<file path="src/rtl/ccbu_pkg.sv">
package ccbu_pkg;
  typedef enum logic [1:0] {
    POL_KEEP = 2'd0,
    POL_CLR  = 2'd1,
    POL_SET  = 2'd2,
    POL_CALC = 2'd3
  } flag_pol_e;

  localparam int CCR_W      = 8;
  localparam int NUM_AFLAGS = 5;
  localparam int POL_W      = 2 * NUM_AFLAGS;

  localparam int BIT_C = 0;
  localparam int BIT_V = 1;
  localparam int BIT_Z = 2;
  localparam int BIT_N = 3;
  localparam int BIT_I = 4;
  localparam int BIT_H = 5;
  localparam int BIT_X = 6;
  localparam int BIT_S = 7;

  // arithmetic flags in policy-field order: c=0, v=1, z=2, n=3, h=4
  typedef struct packed {
    logic h;
    logic n;
    logic z;
    logic v;
    logic c;
  } aflags_t;

  function automatic int af_pos(input int k);
    case (k)
      0: af_pos = BIT_C;
      1: af_pos = BIT_V;
      2: af_pos = BIT_Z;
      3: af_pos = BIT_N;
      default: af_pos = BIT_H;
    endcase
  endfunction
endpackage

</file>
<file path="src/rtl/ccbu_adder.sv">
module ccbu_adder
  import ccbu_pkg::*;
#(
  parameter int W = 8
) (
  input  logic [W-1:0] a,
  input  logic [W-1:0] m,
  input  logic         cin,
  output logic [W-1:0] sum,
  output aflags_t      flags
);
  localparam int HB = W / 2;

  logic [W:0]    full_sum;
  logic [HB:0]   low_sum;
  logic [W-1:0]  below_msb;
  logic          carry_into_msb;

  always_comb begin
    full_sum       = {1'b0, a} + {1'b0, m} + {{W{1'b0}}, cin};
    low_sum        = {1'b0, a[HB-1:0]} + {1'b0, m[HB-1:0]} + {{HB{1'b0}}, cin};
    below_msb      = {1'b0, a[W-2:0]} + {1'b0, m[W-2:0]} + {{(W-1){1'b0}}, cin};
    carry_into_msb = below_msb[W-1];
    sum            = full_sum[W-1:0];
    flags.c        = full_sum[W];
    flags.v        = carry_into_msb ^ full_sum[W];
    flags.h        = low_sum[HB];
    flags.n        = full_sum[W-1];
    flags.z        = (full_sum[W-1:0] == '0);
  end
endmodule

</file>
<file path="src/rtl/ccbu_flag_reg.sv">
module ccbu_flag_reg
  import ccbu_pkg::*;
#(
  parameter logic [CCR_W-1:0] RESET_VAL = 8'hD0
) (
  input  logic              clk,
  input  logic              rst,
  input  logic              upd_en,
  input  logic [POL_W-1:0]  pol,
  input  aflags_t           calc,
  input  logic              load,
  input  logic [CCR_W-1:0]  wdata,
  output logic [CCR_W-1:0]  ccr_q
);
  logic [NUM_AFLAGS-1:0] calc_v;
  logic [NUM_AFLAGS-1:0] upd;
  logic [CCR_W-1:0]      ccr_d;

  assign calc_v = calc;

  for (genvar k = 0; k < NUM_AFLAGS; k++) begin : g_flag
    flag_pol_e p;
    logic      cur;
    assign p   = flag_pol_e'(pol[2*k +: 2]);
    assign cur = ccr_q[af_pos(k)];
    assign upd[k] = (p == POL_KEEP) ? cur :
                    (p == POL_CLR)  ? 1'b0 :
                    (p == POL_SET)  ? 1'b1 : calc_v[k];
  end

  always_comb begin
    ccr_d = ccr_q;
    if (load) begin
      ccr_d = wdata;
    end else if (upd_en) begin
      for (int k = 0; k < NUM_AFLAGS; k++) ccr_d[af_pos(k)] = upd[k];
    end
  end

  always_ff @(posedge clk) begin
    if (rst) ccr_q <= RESET_VAL;
    else     ccr_q <= ccr_d;
  end

  assert_ctl_bits_hold_R7: assert property (@(posedge clk) disable iff (rst)
    !load |=> ($stable(ccr_q[BIT_S]) && $stable(ccr_q[BIT_X]) && $stable(ccr_q[BIT_I])));

  assert_load_copies_R7: assert property (@(posedge clk) disable iff (rst)
    load |=> (ccr_q == $past(wdata)));

  assert_keep_carry_R5: assert property (@(posedge clk) disable iff (rst)
    (upd_en && !load && pol[1:0] == POL_KEEP) |=> $stable(ccr_q[BIT_C]));

  assert_clear_carry_R5: assert property (@(posedge clk) disable iff (rst)
    (upd_en && !load && pol[1:0] == POL_CLR) |=> !ccr_q[BIT_C]);

  assert_set_half_R5: assert property (@(posedge clk) disable iff (rst)
    (upd_en && !load && pol[9:8] == POL_SET) |=> ccr_q[BIT_H]);

  assert_idle_flags_R6: assert property (@(posedge clk) disable iff (rst)
    (!upd_en && !load) |=> $stable(ccr_q));
endmodule

</file>
<file path="src/rtl/ccbu_branch_eval.sv">
module ccbu_branch_eval
  import ccbu_pkg::*;
(
  input  logic             clk,
  input  logic             rst,
  input  logic             eval,
  input  logic [3:0]       sel,
  input  logic [CCR_W-1:0] ccr_in,
  output logic             take
);
  // even codes hold the base condition, odd codes its inverse
  logic [7:0] base;
  logic       n_x_v;
  logic       decide;

  always_comb begin
    n_x_v   = ccr_in[BIT_N] ^ ccr_in[BIT_V];
    base[0] = 1'b1;
    base[1] = !ccr_in[BIT_C] && !ccr_in[BIT_Z];
    base[2] = !ccr_in[BIT_C];
    base[3] = !ccr_in[BIT_Z];
    base[4] = !ccr_in[BIT_V];
    base[5] = !ccr_in[BIT_N];
    base[6] = !n_x_v;
    base[7] = !ccr_in[BIT_Z] && !n_x_v;
    decide  = base[sel[3:1]] ^ sel[0];
  end

  always_ff @(posedge clk) begin
    if (rst) take <= 1'b0;
    else     take <= eval && decide;
  end

  assert_always_taken_R9: assert property (@(posedge clk) disable iff (rst)
    (eval && sel == 4'd0) |=> take);

  assert_never_taken_R9: assert property (@(posedge clk) disable iff (rst)
    (eval && sel == 4'd1) |=> !take);

  assert_idle_quiet_R8: assert property (@(posedge clk) disable iff (rst)
    !eval |=> !take);

  assert_equal_uses_z_R9: assert property (@(posedge clk) disable iff (rst)
    (eval && sel == 4'd7) |=> (take == $past(ccr_in[BIT_Z])));
endmodule

</file>
<file path="src/rtl/ccr_branch_unit.sv">
module ccr_branch_unit
  import ccbu_pkg::*;
#(
  parameter int               DATA_W    = 8,
  parameter logic [CCR_W-1:0] RESET_CCR = 8'hD0
) (
  input  logic              clk,
  input  logic              rst,
  input  logic              op_valid,
  input  logic [DATA_W-1:0] opnd_a,
  input  logic [DATA_W-1:0] opnd_m,
  input  logic              use_carry,
  input  logic [POL_W-1:0]  flag_pol,
  input  logic              ccr_load,
  input  logic [CCR_W-1:0]  ccr_wdata,
  input  logic              br_eval,
  input  logic [3:0]        br_sel,
  output logic [DATA_W-1:0] result,
  output logic [CCR_W-1:0]  ccr,
  output logic              br_take
);
  logic [DATA_W-1:0] sum;
  aflags_t           calc_flags;
  logic              carry_in;

  assign carry_in = use_carry && ccr[BIT_C];

  ccbu_adder #(.W(DATA_W)) u_adder (
    .a     (opnd_a),
    .m     (opnd_m),
    .cin   (carry_in),
    .sum   (sum),
    .flags (calc_flags)
  );

  ccbu_flag_reg #(.RESET_VAL(RESET_CCR)) u_flags (
    .clk    (clk),
    .rst    (rst),
    .upd_en (op_valid),
    .pol    (flag_pol),
    .calc   (calc_flags),
    .load   (ccr_load),
    .wdata  (ccr_wdata),
    .ccr_q  (ccr)
  );

  ccbu_branch_eval u_branch (
    .clk    (clk),
    .rst    (rst),
    .eval   (br_eval),
    .sel    (br_sel),
    .ccr_in (ccr),
    .take   (br_take)
  );

  always_ff @(posedge clk) begin
    if (rst)           result <= '0;
    else if (op_valid) result <= sum;
  end

  assert_zero_tracks_result_R4: assert property (@(posedge clk) disable iff (rst)
    (op_valid && !ccr_load && flag_pol[5:4] == POL_CALC) |=> (ccr[BIT_Z] == (result == '0)));

  assert_neg_tracks_result_R4: assert property (@(posedge clk) disable iff (rst)
    (op_valid && !ccr_load && flag_pol[7:6] == POL_CALC) |=> (ccr[BIT_N] == result[DATA_W-1]));

  assert_result_holds_R6: assert property (@(posedge clk) disable iff (rst)
    !op_valid |=> $stable(result));
endmodule

</file>
<file path="config.mk">
export PLATFORM = sky130hd
export DESIGN_NAME = ccr_branch_unit
export DESIGN_NICKNAME = d
export VERILOG_FILES = /design/src/rtl/ccbu_pkg.sv /design/src/rtl/ccbu_adder.sv /design/src/rtl/ccbu_flag_reg.sv /design/src/rtl/ccbu_branch_eval.sv /design/src/rtl/ccr_branch_unit.sv
export SDC_FILE = /design/constraint.sdc
export NUM_CORES = 1
export LEC_CHECK = 0
export BUFFER_PORTS_ARGS = -buffer_cell sky130_fd_sc_hd__buf_2
export CELL_PAD_IN_SITES_DETAIL_PLACEMENT = 0
export CELL_PAD_IN_SITES_GLOBAL_PLACEMENT = 2
export CORE_ASPECT_RATIO = 1.75
export CORE_MARGIN = 5
export CORE_UTILIZATION = 25
export DETAILED_ROUTE_END_ITERATION = 12
export GPL_TIMING_DRIVEN = 0
export HOLD_SLACK_MARGIN = 0.05
export PLACE_DENSITY = 0.8
export RECOVER_POWER = 100
export SLEW_MARGIN = 40
export SYNTH_ARGS = -nofsm -noshare
export SYNTH_HDL_FRONTEND = slang
export SYNTH_SLANG_ARGS = --single-unit
</file>
<file path="constraint.sdc">
create_clock -name clk -period 3.55 [get_ports clk]
set_input_delay 0.355 -clock clk [delete_from_list [all_inputs] [get_ports clk]]
set_output_delay 0.355 -clock clk [all_outputs]
set_load 0.05 [all_outputs]
</file>
==> results_dict.tcl <==
set metrics [dict create \
    status "finished, final reports clean" \
    required_ns 3.75 \
    dieArea_um2 6130 \
    max-vdd-ir-drop_mv 0.242 \
    clock_latency_ns 0.25 \
    fmax_mhz 386 \
    final_cell_mix "41 x buf_2, 24 x clkbuf_1, 17 x a21oi_1, 17 x dfxtp_1, 13 x nor2_1" \
    wl_um 3450 \
    tightest_slew_ns 0.649 \
    final_area_um2 1530 \
    setup_viol 0 \
    total_leakage_power_uw 0.000661 \
    p_per_area_nw_per_um2 390 \
    synth_compound_area_share_pct 26.7 \
    synthCells 138 \
    drive_above_1_share_pct 22.4 \
    synth_top_area_cell "dfxtp_1" \
    synth.distinct_cells 41 \
    placed_area_um2 1510 \
    synth-adder-area-share_pct 11.1 \
    io_pins 61 \
    arrival_ns 2.79 \
    ctsHoldBuffers 0 \
    synth_top_family_by_area "compound AO/OA/AOI/OAI gates" \
    synthXorXnorAreaFrac_pct 6.07 \
    numCtsBuffers 3 \
    avgSynthCellArea_um2 8.37 \
    drc 0 \
    die_x_um 61.4 \
    yosys.area_share.simple_pct 17.1 \
    crit_fanout 4 \
    drt-initial-drc-count 37 \
    rsz0062_at_grt "no" \
    root_buffer "clkbuf_8" \
    crit_type "register to register" \
    synth_area_leaders "dfxtp_1 29%, ha_1 7.6%, a21oi_1 7.4%, mux2i_1 6.1%, xnor2_1 4.6%" \
    clk_pin_slew_ns 0.07 \
    layout_commonest_cell "buf_2" \
    critPathLaunchType "register" \
    syn-num-nets 191 \
    num_vias 1224 \
    period_needed_ns 2.59 \
    vias_per_cell 4.86 \
    first_pass_iters 4 \
    cts_buffer_depth 2 \
    grt_max_degree 11 \
    yosysTopAreaCellShare_pct 29.5 \
    synth-seq-cells 17 \
    whs_ns 0.313 \
    slew_headroom_pct 56.9 \
    post_cts_buffers 0 \
    drv_slew 0 \
    layout.nets 255 \
    place_congestion 0.720 \
    cts_tree "yes" \
    grt_pass1_wl_um 5500 \
    antenna_found_initial 0 \
    hold_class "input pin to register" \
    fp-row-count 32 \
    postRouteAntennaNets 0 \
    cts_resized 0 \
    wl_per_cell_um 13.7 \
    tns_ns 0 \
    die_h_um 99.9 \
    grtUsageTotal_pct 11.7 \
    ys_warn_count 0 \
    drv_cap 0 \
    port_buffers 59 \
    cp-end-kind "register" \
    finalHoldViolations 0 \
    grt_overflow 0 \
    muxShareOfSynthArea_pct 6.07 \
    hpwl_um 2940 \
    skew_ns 0.00390 \
    grt_pass1_vias 1280 \
    syn_to_final_growth_pct 32.2 \
    clock_sinks 17 \
    antenna_cells 0 \
    synth_area_um2 1150 \
    fin_crit_sh_pct 72.9 \
    ys_seq_area_share_pct 29.5 \
    core-area_um2 4440 \
    start_util_pct 26.0 \
    ctsHtreeMaxLevel 1 \
    n_fill_cell 497 \
]
[stage by stage]
step / instances / util (%) / setup slack [ns] / power, uW
2_1_floorplan: 138 / - / 1.04 / 392
3_3_place_gp: 248 / 34.1 / 0.859 / 464
3_5_place_dp: 248 / 34.1 / 0.861 / 463
4_1_cts: 252 / 35.1 / 0.922 / 610
5_1_grt: 252 / 34.3 / 0.708 / 635
6_report: 252 / 34.3 / 0.963 / 596
[power by group]
part	switching, uW	total [uW]	internal, uW
combinational	149	228	79.1
sequential	12.2	221	209
clock	67.5	147	79.6
total	228	596	368
[registers in the layout, summed over array words and instances (netlist names)]
register / flops
u_flags.ccr_q: 8
u_branch.take: 1
result: 8
[worst max-delay path: stages (launching register included)]
cell and delay (ns):
dfxtp_1 0.36, and2_0 0.17, fa_1 0.41, fa_1 0.41, a21oi_1 0.20, o21ai_0 0.18
a21oi_1 0.21, xnor2_1 0.11, nor4_1 0.33, a31o_1 0.18
[Yosys cell counts (all sizes together)]
cell     instances
a21oi           17
dfxtp           17
nor2            13
o21ai            8
ha               7
mux2i            7
nand2            7
xnor2            6
inv              5
nor2b            5
a211oi           4
clkbuf           4
a211o            3
nand2b           3
a311oi           2
and2             2
and3             2
buf              2
fa               2
nand3            2
nor3             2
o21a             2
xor2             2
a2111oi          1
a21boi           1
a22oi            1
a31o             1
a31oi            1
nor3b            1
nor4             1
o211ai           1
o21bai           1
o22ai            1
o2bb2ai          1
o311ai           1
o31ai            1
or3b             1
[final timing paths]
check	slack, ns	endpoint	startpoint	cells past startpoint
setup / recovery	0.96	u_flags.ccr_q[2]	u_flags.ccr_q[0]	9
hold / removal	0.31	u_flags.ccr_q[4]	ccr_wdata[4]	2
setup reg to reg	0.96	u_flags.ccr_q[2]	u_flags.ccr_q[0]	9
hold reg to reg	0.49	result[2]	result[2]	2
[area by class of cell]
type,count,area [um^2],area share [%]
tap,51,63.8,4.18
inverter,5,18.8,1.23
clock buffer,4,45.0,2.95
timing repair buffer,59,273,17.9
buffer,6,22.5,1.48
multi-input combinational,110,763,50.0
sequential,17,340,22.3
[kinds of logic after synthesis]
group	Yosys count
compound gates	47
xor+xnor	8
fa+ha+maj	9
buf+inv	11
flops	17
mux	7
simple gates	39
[layer usage]
layer	vias to the layer above	global-route usage, %	wire (um)
li1	625	-	-
met1	549	12.5	1240
met2	46	21.3	1880
met3	4	2.19	255
met4	0	5.07	80
met5	-	0	0
(Power assumes the default switching activity.)
